--- src/rtl/csa_arith_pkg.sv ---
package csa_arith_pkg;

    typedef enum logic [1:0] {
        OP_ADD = 2'd0,
        OP_SUB = 2'd1,
        OP_MUL = 2'd2,
        OP_DIV = 2'd3
    } op_e;

    typedef enum logic [1:0] {
        ST_IDLE = 2'd0,
        ST_MUL  = 2'd1,
        ST_DIV  = 2'd2
    } state_e;

endpackage

--- src/rtl/csel_segment.sv ---
// One ripple segment. With DIRECT set it ripples from the real carry-in;
// otherwise it prepares results for both carry values and picks one late.
module csel_segment #(
    parameter int SEG_W  = 8,
    parameter bit DIRECT = 1'b0
) (
    input  logic [SEG_W-1:0] a,
    input  logic [SEG_W-1:0] b,
    input  logic             cin,
    output logic [SEG_W-1:0] sum,
    output logic             cout
);

    function automatic logic [SEG_W:0] ripple(input logic [SEG_W-1:0] x,
                                              input logic [SEG_W-1:0] y,
                                              input logic             c);
        logic [SEG_W:0] r;
        logic           k;
        k = c;
        for (int i = 0; i < SEG_W; i++) begin
            r[i] = x[i] ^ y[i] ^ k;
            k    = (x[i] & y[i]) | (k & (x[i] ^ y[i]));
        end
        r[SEG_W] = k;
        return r;
    endfunction

    generate
        if (DIRECT) begin : g_direct
            assign {cout, sum} = ripple(a, b, cin);
        end else begin : g_select
            logic [SEG_W:0] pre0;
            logic [SEG_W:0] pre1;
            assign pre0        = ripple(a, b, 1'b0);
            assign pre1        = ripple(a, b, 1'b1);
            assign {cout, sum} = cin ? pre1 : pre0;
        end
    endgenerate

endmodule

--- src/rtl/csel_adder.sv ---
module csel_adder #(
    parameter int W     = 54,
    parameter int SEG_W = 8
) (
    input  logic [W-1:0] a,
    input  logic [W-1:0] b,
    input  logic         cin,
    output logic [W-1:0] sum,
    output logic         cout
);

    localparam int NSEG = (W + SEG_W - 1) / SEG_W;

    logic [NSEG:0] cy;
    assign cy[0] = cin;

    for (genvar i = 0; i < NSEG; i++) begin : g_seg
        localparam int LO = i * SEG_W;
        localparam int HI = ((LO + SEG_W) > W) ? (W - 1) : (LO + SEG_W - 1);
        localparam int SW = HI - LO + 1;
        csel_segment #(
            .SEG_W  (SW),
            .DIRECT (i == 0)
        ) u_seg (
            .a    (a[HI:LO]),
            .b    (b[HI:LO]),
            .cin  (cy[i]),
            .sum  (sum[HI:LO]),
            .cout (cy[i+1])
        );
    end

    assign cout = cy[NSEG];

endmodule

--- src/rtl/sig_arith_engine.sv ---
module sig_arith_engine
    import csa_arith_pkg::*;
#(
    parameter int W     = 53,
    parameter int SEG_W = 8
) (
    input  logic           clk,
    input  logic           rst_n,
    input  logic           start,
    input  logic [1:0]     op,
    input  logic [W-1:0]   opa,
    input  logic [W-1:0]   opb,
    output logic           busy,
    output logic           done,
    output logic [2*W-1:0] result,
    output logic [W-1:0]   remainder
);

    localparam int AW = W + 1;
    localparam int CW = $clog2(W);
    localparam logic [CW-1:0] LAST = CW'(W - 1);

    state_e         state, state_nxt;
    logic [CW-1:0]  cnt;
    logic [W-1:0]   hi, lo, dvs;
    logic [2*W-1:0] result_q;
    logic [W-1:0]   rem_q;
    logic           done_q;

    logic [AW-1:0]  add_a, add_b, add_sum;
    logic           add_ci, add_co;
    logic           last;

    logic [AW-1:0]  mul_acc;
    logic [W-1:0]   mul_hi_n, mul_lo_n;
    logic [W-1:0]   div_rem_n, div_q_n;

    assign last = (cnt == LAST);

    // operand steering into the single adder
    always_comb begin
        add_a  = {1'b0, opa};
        add_b  = {1'b0, opb};
        add_ci = 1'b0;
        unique case (state)
            ST_IDLE: begin
                if (op_e'(op) == OP_SUB) begin
                    add_b  = ~{1'b0, opb};
                    add_ci = 1'b1;
                end
            end
            ST_MUL: begin
                add_a = {1'b0, hi};
                add_b = {1'b0, dvs};
            end
            ST_DIV: begin
                add_a  = {hi, lo[W-1]};
                add_b  = ~{1'b0, dvs};
                add_ci = 1'b1;
            end
            default: ;
        endcase
    end

    csel_adder #(
        .W     (AW),
        .SEG_W (SEG_W)
    ) u_adder (
        .a    (add_a),
        .b    (add_b),
        .cin  (add_ci),
        .sum  (add_sum),
        .cout (add_co)
    );

    // per-iteration next values
    always_comb begin
        mul_acc   = lo[0] ? add_sum : {1'b0, hi};
        mul_hi_n  = mul_acc[AW-1:1];
        mul_lo_n  = {mul_acc[0], lo[W-1:1]};
        div_rem_n = add_co ? add_sum[W-1:0] : {hi[W-2:0], lo[W-1]};
        div_q_n   = {lo[W-2:0], add_co};
    end

    // next-state logic
    always_comb begin
        state_nxt = state;
        unique case (state)
            ST_IDLE: begin
                if (start && op_e'(op) == OP_MUL) state_nxt = ST_MUL;
                if (start && op_e'(op) == OP_DIV) state_nxt = ST_DIV;
            end
            ST_MUL:  if (last) state_nxt = ST_IDLE;
            ST_DIV:  if (last) state_nxt = ST_IDLE;
            default: state_nxt = ST_IDLE;
        endcase
    end

    // state register
    always_ff @(posedge clk or negedge rst_n) begin
        if (!rst_n) state <= ST_IDLE;
        else        state <= state_nxt;
    end

    // datapath and outputs
    always_ff @(posedge clk or negedge rst_n) begin
        if (!rst_n) begin
            cnt      <= '0;
            hi       <= '0;
            lo       <= '0;
            dvs      <= '0;
            result_q <= '0;
            rem_q    <= '0;
            done_q   <= 1'b0;
        end else begin
            done_q <= 1'b0;
            unique case (state)
                ST_IDLE: begin
                    if (start) begin
                        unique case (op_e'(op))
                            OP_ADD: begin
                                result_q <= {{(2*W-AW){1'b0}}, add_sum};
                                rem_q    <= '0;
                                done_q   <= 1'b1;
                            end
                            OP_SUB: begin
                                result_q <= {{(2*W-AW){1'b0}}, add_co, add_sum[W-1:0]};
                                rem_q    <= '0;
                                done_q   <= 1'b1;
                            end
                            OP_MUL, OP_DIV: begin
                                hi  <= '0;
                                lo  <= opa;
                                dvs <= opb;
                                cnt <= '0;
                            end
                        endcase
                    end
                end
                ST_MUL: begin
                    hi  <= mul_hi_n;
                    lo  <= mul_lo_n;
                    cnt <= cnt + 1'b1;
                    if (last) begin
                        result_q <= {mul_hi_n, mul_lo_n};
                        rem_q    <= '0;
                        done_q   <= 1'b1;
                    end
                end
                ST_DIV: begin
                    hi  <= div_rem_n;
                    lo  <= div_q_n;
                    cnt <= cnt + 1'b1;
                    if (last) begin
                        result_q <= {{W{1'b0}}, div_q_n};
                        rem_q    <= div_rem_n;
                        done_q   <= 1'b1;
                    end
                end
                default: ;
            endcase
        end
    end

    assign busy      = (state != ST_IDLE);
    assign done      = done_q;
    assign result    = result_q;
    assign remainder = rem_q;

    AST_ADDER_EXACT: assert property (@(posedge clk) disable iff (!rst_n)
        {add_co, add_sum} == ({1'b0, add_a} + {1'b0, add_b} + {{AW{1'b0}}, add_ci}));
    AST_FAST_DONE: assert property (@(posedge clk) disable iff (!rst_n)
        (!busy && start && !op[1]) |=> (done && !busy));
    AST_ITER_BUSY: assert property (@(posedge clk) disable iff (!rst_n)
        (!busy && start && op[1]) |=> (busy && !done));
    AST_DONE_NOT_BUSY: assert property (@(posedge clk) disable iff (!rst_n)
        done |-> !busy);
    AST_BUSY_END_DONE: assert property (@(posedge clk) disable iff (!rst_n)
        $fell(busy) |-> done);
    AST_CNT_RANGE: assert property (@(posedge clk) disable iff (!rst_n)
        busy |-> (cnt <= LAST));
    AST_OPERAND_HELD: assert property (@(posedge clk) disable iff (!rst_n)
        (busy && start) |=> $stable(dvs));
    AST_RESULT_HELD: assert property (@(posedge clk) disable iff (!rst_n)
        (busy && !last) |=> $stable(result));

endmodule

--- config.mk ---
export PLATFORM = sky130hd
export DESIGN_NAME = sig_arith_engine
export DESIGN_NICKNAME = d
export VERILOG_FILES = /design/src/rtl/csa_arith_pkg.sv /design/src/rtl/csel_segment.sv /design/src/rtl/csel_adder.sv /design/src/rtl/sig_arith_engine.sv
export SDC_FILE = /design/constraint.sdc
export NUM_CORES = 1
export LEC_CHECK = 0
export ABC_AREA = 1
export ABC_CLOCK_PERIOD_IN_PS = 28500
export BUFFER_PORTS_ARGS = -buffer_cell sky130_fd_sc_hd__buf_4
export CORE_MARGIN = 2
export CORE_UTILIZATION = 60
export CTS_BUF_LIST = sky130_fd_sc_hd__clkbuf_8
export CTS_CLUSTER_SIZE = 10
export DETAILED_ROUTE_END_ITERATION = 10
export PLACE_DENSITY = 0.88
export SYNTH_ARGS = -nofsm -noshare
export SYNTH_HDL_FRONTEND = slang
export SYNTH_HIERARCHICAL = 1
export SYNTH_SLANG_ARGS = --single-unit
--- constraint.sdc ---
create_clock -name clk -period 28.5 [get_ports clk]
set_input_delay 1.425 -clock clk [delete_from_list [all_inputs] [get_ports clk]]
set_output_delay 1.425 -clock clk [all_outputs]
set_load 0.02 [all_outputs]
==> impl_results.md, run 1 <==
* Critical path's slowest cell: fa_1
* First-pass GRT wire length at 94.97 mm
* Minimum clock period at 22490 ps
* Post-CTS setup buffer count at 0
* CTS resizes at 0
* CP startpoint kind: flip-flop
* Pwr/cell area at about 110 nW/um^2
* Clock network power share at 0.156
* Die area at roughly 35000 sq um
* Pint at roughly 1.3 mW
* Crit. End Element: flip-flop
* Drt wl/cell at around 15 um
* Leak Pwr at between 10 and 15 nW
* Die Wd at between 150 and 200 um
* Seq/Total Area, Yosys at 0.4036
* CP delay by family, top: adder cells
* Worst hold path type: reg2reg
* Crit share post-route at 0.7890
* Top cell type's share of synthesized area at 0.4036
* Fin. Hold Viols at 0
* CP Buf/Inv Count at 20
* Slew @ Worst Pin at between 1000 and 1500 ps
* Fmax at approximately 0.044 GHz
* WL final at between 50 and 60 mm
* Setup TNS at 0 ps
* DP HPWL at approximately 37 mm
* Max Cap Viol at 0
* Top post-synthesis cells by area: dfrtp_1 40%, nand2_1 29%, o21ai_0 11%, inv_1 6.6%, fa_1 4.7%
* Fin area at ~23000 sq um
* # hold bufs at CTS at 0
* Switch Pwr at ~1.4 mW
* Outcome: completed
* Power share of the combinational group at 0.572
* Root Driver: clkbuf_8
* Residual DRC at 0
* Htree depth at 2
* Synth Instances at around 3100
* Worst skew pair latency at around 610 ps
* Sw Ratio at 0.5060
* Layout cells sized above 1 at 0.1179
* Yosys warnings at 6
* IO Count at about 270
* Cell area after synthesis at slightly above 20000 sq um
* Largest area contributor in the netlist: dfrtp_1
* I/O Buffers at about 270
* Vias in the first global route at between 15000 and 20000
* TritonCTS clock tree: done
* CTS max path bufs at 3
* Drt pass-1 iters at 7
* Syn avg cell area at 6.548 sq um
* Initial drt markers at between 2000 and 2500
* Critical Path RT at 28980 ps
* Placed cell area at approximately 22000 sq um
* P&R area growth vs syn at 15.83%
* Layout Nets at ~3400
* Core area at 33360 sq um
* Total GRT Usage at 0.3245
* CP max stage delay at 450 ps
* Global route overflow at 0
* Via count of the routed design at between 20000 and 25000
* Rows at 67
* Synthesized flop and latch total at 327
* TritonCTS buffer count at between 50 and 60
* CTS clk-pin slew, worst paths at 60 ps
* Skew final at 20.90 ps
* Flop pwr share at 0.272
* CP Data Arrival Time at approximately 23000 ps
* Initial Utilization at 0.6076
* Die Height at ~190 um
* Max FO, Critical Path at 76
* Final slew viol count at 0
* Layout Utilization at 0.7038
* RSZ-0062 raised after global routing: false
* Post-route ant nets at 0
* CP Class: reg2reg
* Final setup vio count at 0
* Total power at approximately 2.7 mW
* DR vias/cell at 5.452
* Routability congestion estimate from global placement at about 0.9
* Post-Place Cells at 3659
* Yosys cell types at 26
* Fin cells at approximately 3800
* Largest net degree at the start of global routing at ~180
* Max IR drop VDD at around 0.00011 V
* Most used cell, CP: fa_1
* Initial antenna violation count at 2
* Max-Slew Margin vs Limit at 0.1504
* Clk sink count at 327
* Synth Net Count at around 3300
-- cell type report --
cell class              count  area (sq um)
clock inverters            23         92.59
repair buffers            289          2190
diodes                      2         5.005
clock buffers              73          1005
flip-flops and latches    327          8183
inverters                 359          1348
fillers                  2787          9882
well taps                 448         560.5
multi-input cells        2236         10100
-- routing by layer --
layer	up-vias	GRT usage	share of wire
li1	9717	-	-
met1	9470	0.4304	0.40
met5	-	0	0
met3	178	0.05091	0.090
met4	0	0.1451	0.038
met2	1120	0.5296	0.47
-- placed cells by master, fill, tap and decap left out, drive strengths merged --
master  netlist  routed
nand2      1547    1547
o21ai       429     429
inv         358     376
dfrtp       327     327
buf          69     289
nor2        113     113
clkbuf      105      73
a21oi        60      60
fa           48      48
ha           18      18
nand3         7       7
nand4         6       6
clkinv        1       6
or2           3       3
diode         0       2
nor3          2       2
o211ai        1       1
xor2          1       1
a21boi        1       1
-- registers in the layout, indices dropped and copies added (netlist names) --
register   count
result       106
dvs           53
hi            53
lo            53
remainder     53
cnt            6
state          2
done           1
-- power by group through the flow --
| stage | combinational, mW | sequential (mW) | clock (mW) |
|---|---|---|---|
| after global routing | 1.71 | 0.746 | 0.442 |
| after floorplan | 0.995 | 0.779 | 0 |
| after CTS | 1.50 | 0.725 | 0.423 |
| after global placement | 1.44 | 0.723 | 0 |
| final | 1.53 | 0.727 | 0.417 |
| after detailed placement | 1.49 | 0.730 | 0 |
-- worst paths after layout --
check / slack [ps] / from / to / cells past startpoint
worst max-delay path: 6010 / state[1] / remainder[43] / 89
worst min register to register: 480 / result[58] / result[58] / 2
worst min-delay path: 480 / result[58] / result[58] / 2
worst max register to register: 6010 / state[1] / remainder[43] / 89
max in group asynchronous: 25140 / rst_n / result[6] / 3
min in group asynchronous: 860 / rst_n / result[45] / 1
-- worst reg2reg max path: cells and delay by family (launching register included) --
family / cells / cell delay, ps
flip-flops: 1 / 430
buffers and inverters: 20 / 2480
adder cells (fa/ha/maj): 49 / 17350
AND/OR/NAND/NOR: 18 / 1570
AO/OA/AOI/OAI: 2 / 590
-- through the flow --
step                      hold WS, ps  worst slack [ps]
final                           477.1              6015
after global placement          463.0              6153
after CTS                       482.3              6216
after global routing            498.3              4928
after detailed placement        465.7              5750
after floorplan                 470.7              7647
-- kinds of logic (layout without fill, tap and decap cells) --
kind of cell / Yosys count / after routing / synth area share
flops: 327 / 327 / 0.4036
other cells: 0 / 2 / 0
xor+xnor: 1 / 1 / 0.0004321
simple gates: 1678 / 1678 / 0.3131
fa+ha+maj: 66 / 66 / 0.05851
buf+inv: 533 / 744 / 0.1023
compound gates: 491 / 491 / 0.1220
-- Yosys cell counts --
master / n
a21boi_0: 1
a21oi_1: 59
a21oi_4: 1
buf_1: 16
buf_2: 50
buf_4: 3
clkbuf_1: 105
clkinv_1: 1
dfrtp_1: 327
fa_1: 48
ha_1: 18
inv_1: 354
inv_2: 4
nand2_1: 1546
nand2_2: 1
nand3_1: 6
nand3_2: 1
nand4_1: 6
nor2_1: 110
nor2_2: 3
nor3_1: 2
o211ai_1: 1
o21ai_0: 429
or2_1: 1
or2_2: 2
xor2_1: 1
(Power assumes the default switching activity.)
==> run 2: changes to the inputs <==
Settings changed: ABC_CLOCK_PERIOD_IN_PS 28500 to 21500.
Clock period 28.5 ns to 21.5 ns, I/O delays scaled along.
==> run 2 against run 1 <==
Count of clock-buffer cells in the layout shrank 7. Design area rose by 1.2%. Sequential share of layout area down 0.41 points. Register-to-register slack got worse by 5300 ps. Non-clock buffer count is 16 higher. Die area unchanged. Global-route usage rose by 0.92 points. First-iteration DRC count down 5.8%. Combinational power rose by 35%. Clock power up 31%. Critical endpoint is now hi[52]. Largest cell class unchanged. Highest routed layer unchanged.
==> impl_results.md, run 2 (same netlist as run 1, synthesis figures left out) <==
* Worst skew pair latency at 610 ps (about the same)
* Die Wd at 187.8 um (unchanged)
* Critical path's slowest cell: fa_1 (unchanged)
* CP startpoint kind: flip-flop (unchanged)
* CTS clk-pin slew, worst paths at 60 ps (about the same)
* TritonCTS clock tree: done (unchanged)
* Drt wl/cell at 15.96 um (was 15.24 um)
* Leak Pwr at 14.62 nW (was 14.54 nW)
* Fin Hold WS at 482.6 ps (was 477.1 ps)
* Post-Place Cells at 3670 (was 3659)
* Skew final at 28.93 ps (was 20.90 ps)
* Residual DRC at 0 (unchanged)
* WL final at 60.23 mm (was 57.25 mm)
* First-pass GRT wire length at 96.81 mm (was 94.97 mm)
* Gr busiest metal: met2 (unchanged)
* IO Count at 272 (unchanged)
* M1 GR Usage at 0.4325 (was 0.4304)
* P&R area growth vs syn at 17.24% (was 15.83%)
* Worst hold path type: reg2reg (unchanged)
* Drt pass-1 iters at 7 (unchanged)
* Initial antenna violation count at 3 (was 2)
* Die Height at 187.8 um (unchanged)
* CP Class: reg2reg (unchanged)
* Total GRT Usage at 0.3337 (was 0.3245)
* R2R depth at 90 (was 89)
* Total power at 3.580 mW (was 2.674 mW)
* Initial drt markers at 2258 (was 2396)
* Minimum clock period at 20810 ps (was 22490 ps)
* Final setup margin at 688.3 ps (was 6015 ps)
* Via count of the routed design at 20880 (was 20490)
* Rows at 67 (unchanged)
* Fin. Hold Viols at 0 (unchanged)
* Commonest non-fill, non-tap cell in the layout: nand2_1 (unchanged)
* Layout Utilization at 0.7124 (was 0.7038)
* Core area at 33360 sq um (unchanged)
* Final slew viol count at 0 (unchanged)
* Layout Nets at 3462 (was 3444)
* CP Data Arrival Time at 21300 ps (was 22970 ps)
* Crit. End Element: flip-flop (unchanged)
* Most frequent cells in the layout: 1542 x nand2_1, 376 x o21ai_0, 366 x inv_1, 325 x dfrtp_1, 300 x buf_4 (was 1543 x nand2_1, 429 x o21ai_0, 369 x inv_1, 327 x dfrtp_1, 287 x buf_4)
* Setup TNS at 0 ps (unchanged)
* Crit share post-route at 0.9680 (was 0.7890)
* DP HPWL at 38.73 mm (was 37.30 mm)
* Hold Crit Depth at 2 (unchanged)
* Largest net degree at the start of global routing at 118 (was 177)
* Global route overflow at 0 (unchanged)
* Max Cap Viol at 0 (unchanged)
* Root Driver: clkbuf_8 (unchanged)
* # hold bufs at CTS at 0 (unchanged)
* Post-place setup slack at -124.3 ps (was 5750 ps)
* Critical Path RT at 21990 ps (was 28980 ps)
* Number of flip-flops in the largest register at 106 (unchanged)
* Max-Slew Margin vs Limit at 0.1454 (was 0.1504)
* Final setup vio count at 0 (unchanged)
* Pwr/cell area at 150.6 nW/um^2 (was 113.9 nW/um^2)
* Max FO, Critical Path at 27 (was 76)
* Routability congestion estimate from global placement at 0.9261 (was 0.8846)
* Clk sink count at 327 (unchanged)
* I/O Buffers at 271 (unchanged)
* Reg-to-reg slack, setup at 690 ps (was 6010 ps)
* Placed cell area at 22450 sq um (was 22380 sq um)
* Fin area at 23770 sq um (was 23480 sq um)
* Most used cell, CP: fa_1 (unchanged)
* Met3 global-route usage at 0.06307 (was 0.05091)
* Fin cells at 3773 (was 3757)
* Layout cells sized above 1 at 0.1343 (was 0.1179)
* Die area at 35270 sq um (unchanged)
* Initial Utilization at 0.6076 (unchanged)
* Slew @ Worst Pin at 1280 ps (was 1270 ps)
* Vias in the first global route at 20290 (was 19920)
* Htree depth at 2 (unchanged)
* CP max stage delay at 430 ps (was 450 ps)
* Outcome: completed (unchanged)
* TritonCTS buffer count at 55 (was 54)
* DR vias/cell at 5.533 (was 5.452)
* Post-route ant nets at 0 (unchanged)
* Fmax at 0.04805 GHz (was 0.04447 GHz)
* Max IR drop VDD at 0.0001186 V (was 0.0001141 V)
* CTS max path bufs at 3 (unchanged)
* Met2 Resource Use GR at 0.5409 (was 0.5296)
run 2: changes by cell type in the layout (fill, tap and decap cells not counted), moves of 2 or more:
cell      before  now
o21ai_2        0   30
dfrtp_1      327  325
o21ai_1        0   23
buf_6          0    2
inv_16         0    2
o21ai_0      429  376
fa_2           0    5
fa_1          48   43
clkinv_2       5   12
dfrtp_2        0    2
buf_4        287  300
clkbuf_8      73   66
inv_1        369  366
run 2: layer usage:
metal	vias up	share of wire
li1	9756	-
met1	9711	0.39
met4	0	0.046
met3	218	0.10
met2	1192	0.46
met5	-	0
run 2: cell type report:
| cell class | count | area [sq um] |
|---|---|---|
| Sequential cell | 327 | 8185 |
| Clock buffer | 66 | 908.4 |
| Clock inverter | 28 | 146.4 |
| Antenna cell | 3 | 7.507 |
| Timing Repair inverter | 1 | 20.02 |
| Timing Repair Buffer | 305 | 2335 |
| Inverter | 359 | 1364 |
| Multi-Input combinational cell | 2236 | 10240 |
| Tap cell | 448 | 560.5 |
| Fill cell | 2718 | 9597 |
run 2: what timing repair did:
item                                    in CTS  in global routing
hold endpoints to repair                     0                  0
buffers inserted                             0                  4
endpoints found under the setup margin       0                111
gates resized for setup                      0                109
run 2: critical path, delay by kind of cell (launching register included):
family	cells	cell delay, ps
fa+ha+maj	49	17050
flops	1	380
buf+inv	19	1390
simple gates	17	1230
compound gates	5	620
run 2: where the power goes:
part           switching, mW  leakage (nW)  internal, mW  total (mW)
clock network          0.258         0.616         0.288       0.546
logic                   1.42          9.67         0.646        2.07
registers              0.143          4.34         0.821       0.964
run 2: path summary, 6_finish.rpt:
path	from	to
min in group asynchronous	rst_n	result[44]
worst min register to register	result[3]	result[3]
worst min-delay path	result[3]	result[3]
worst max register to register	state[0]	hi[52]
worst max-delay path	state[0]	hi[52]
max in group asynchronous	rst_n	state[0]
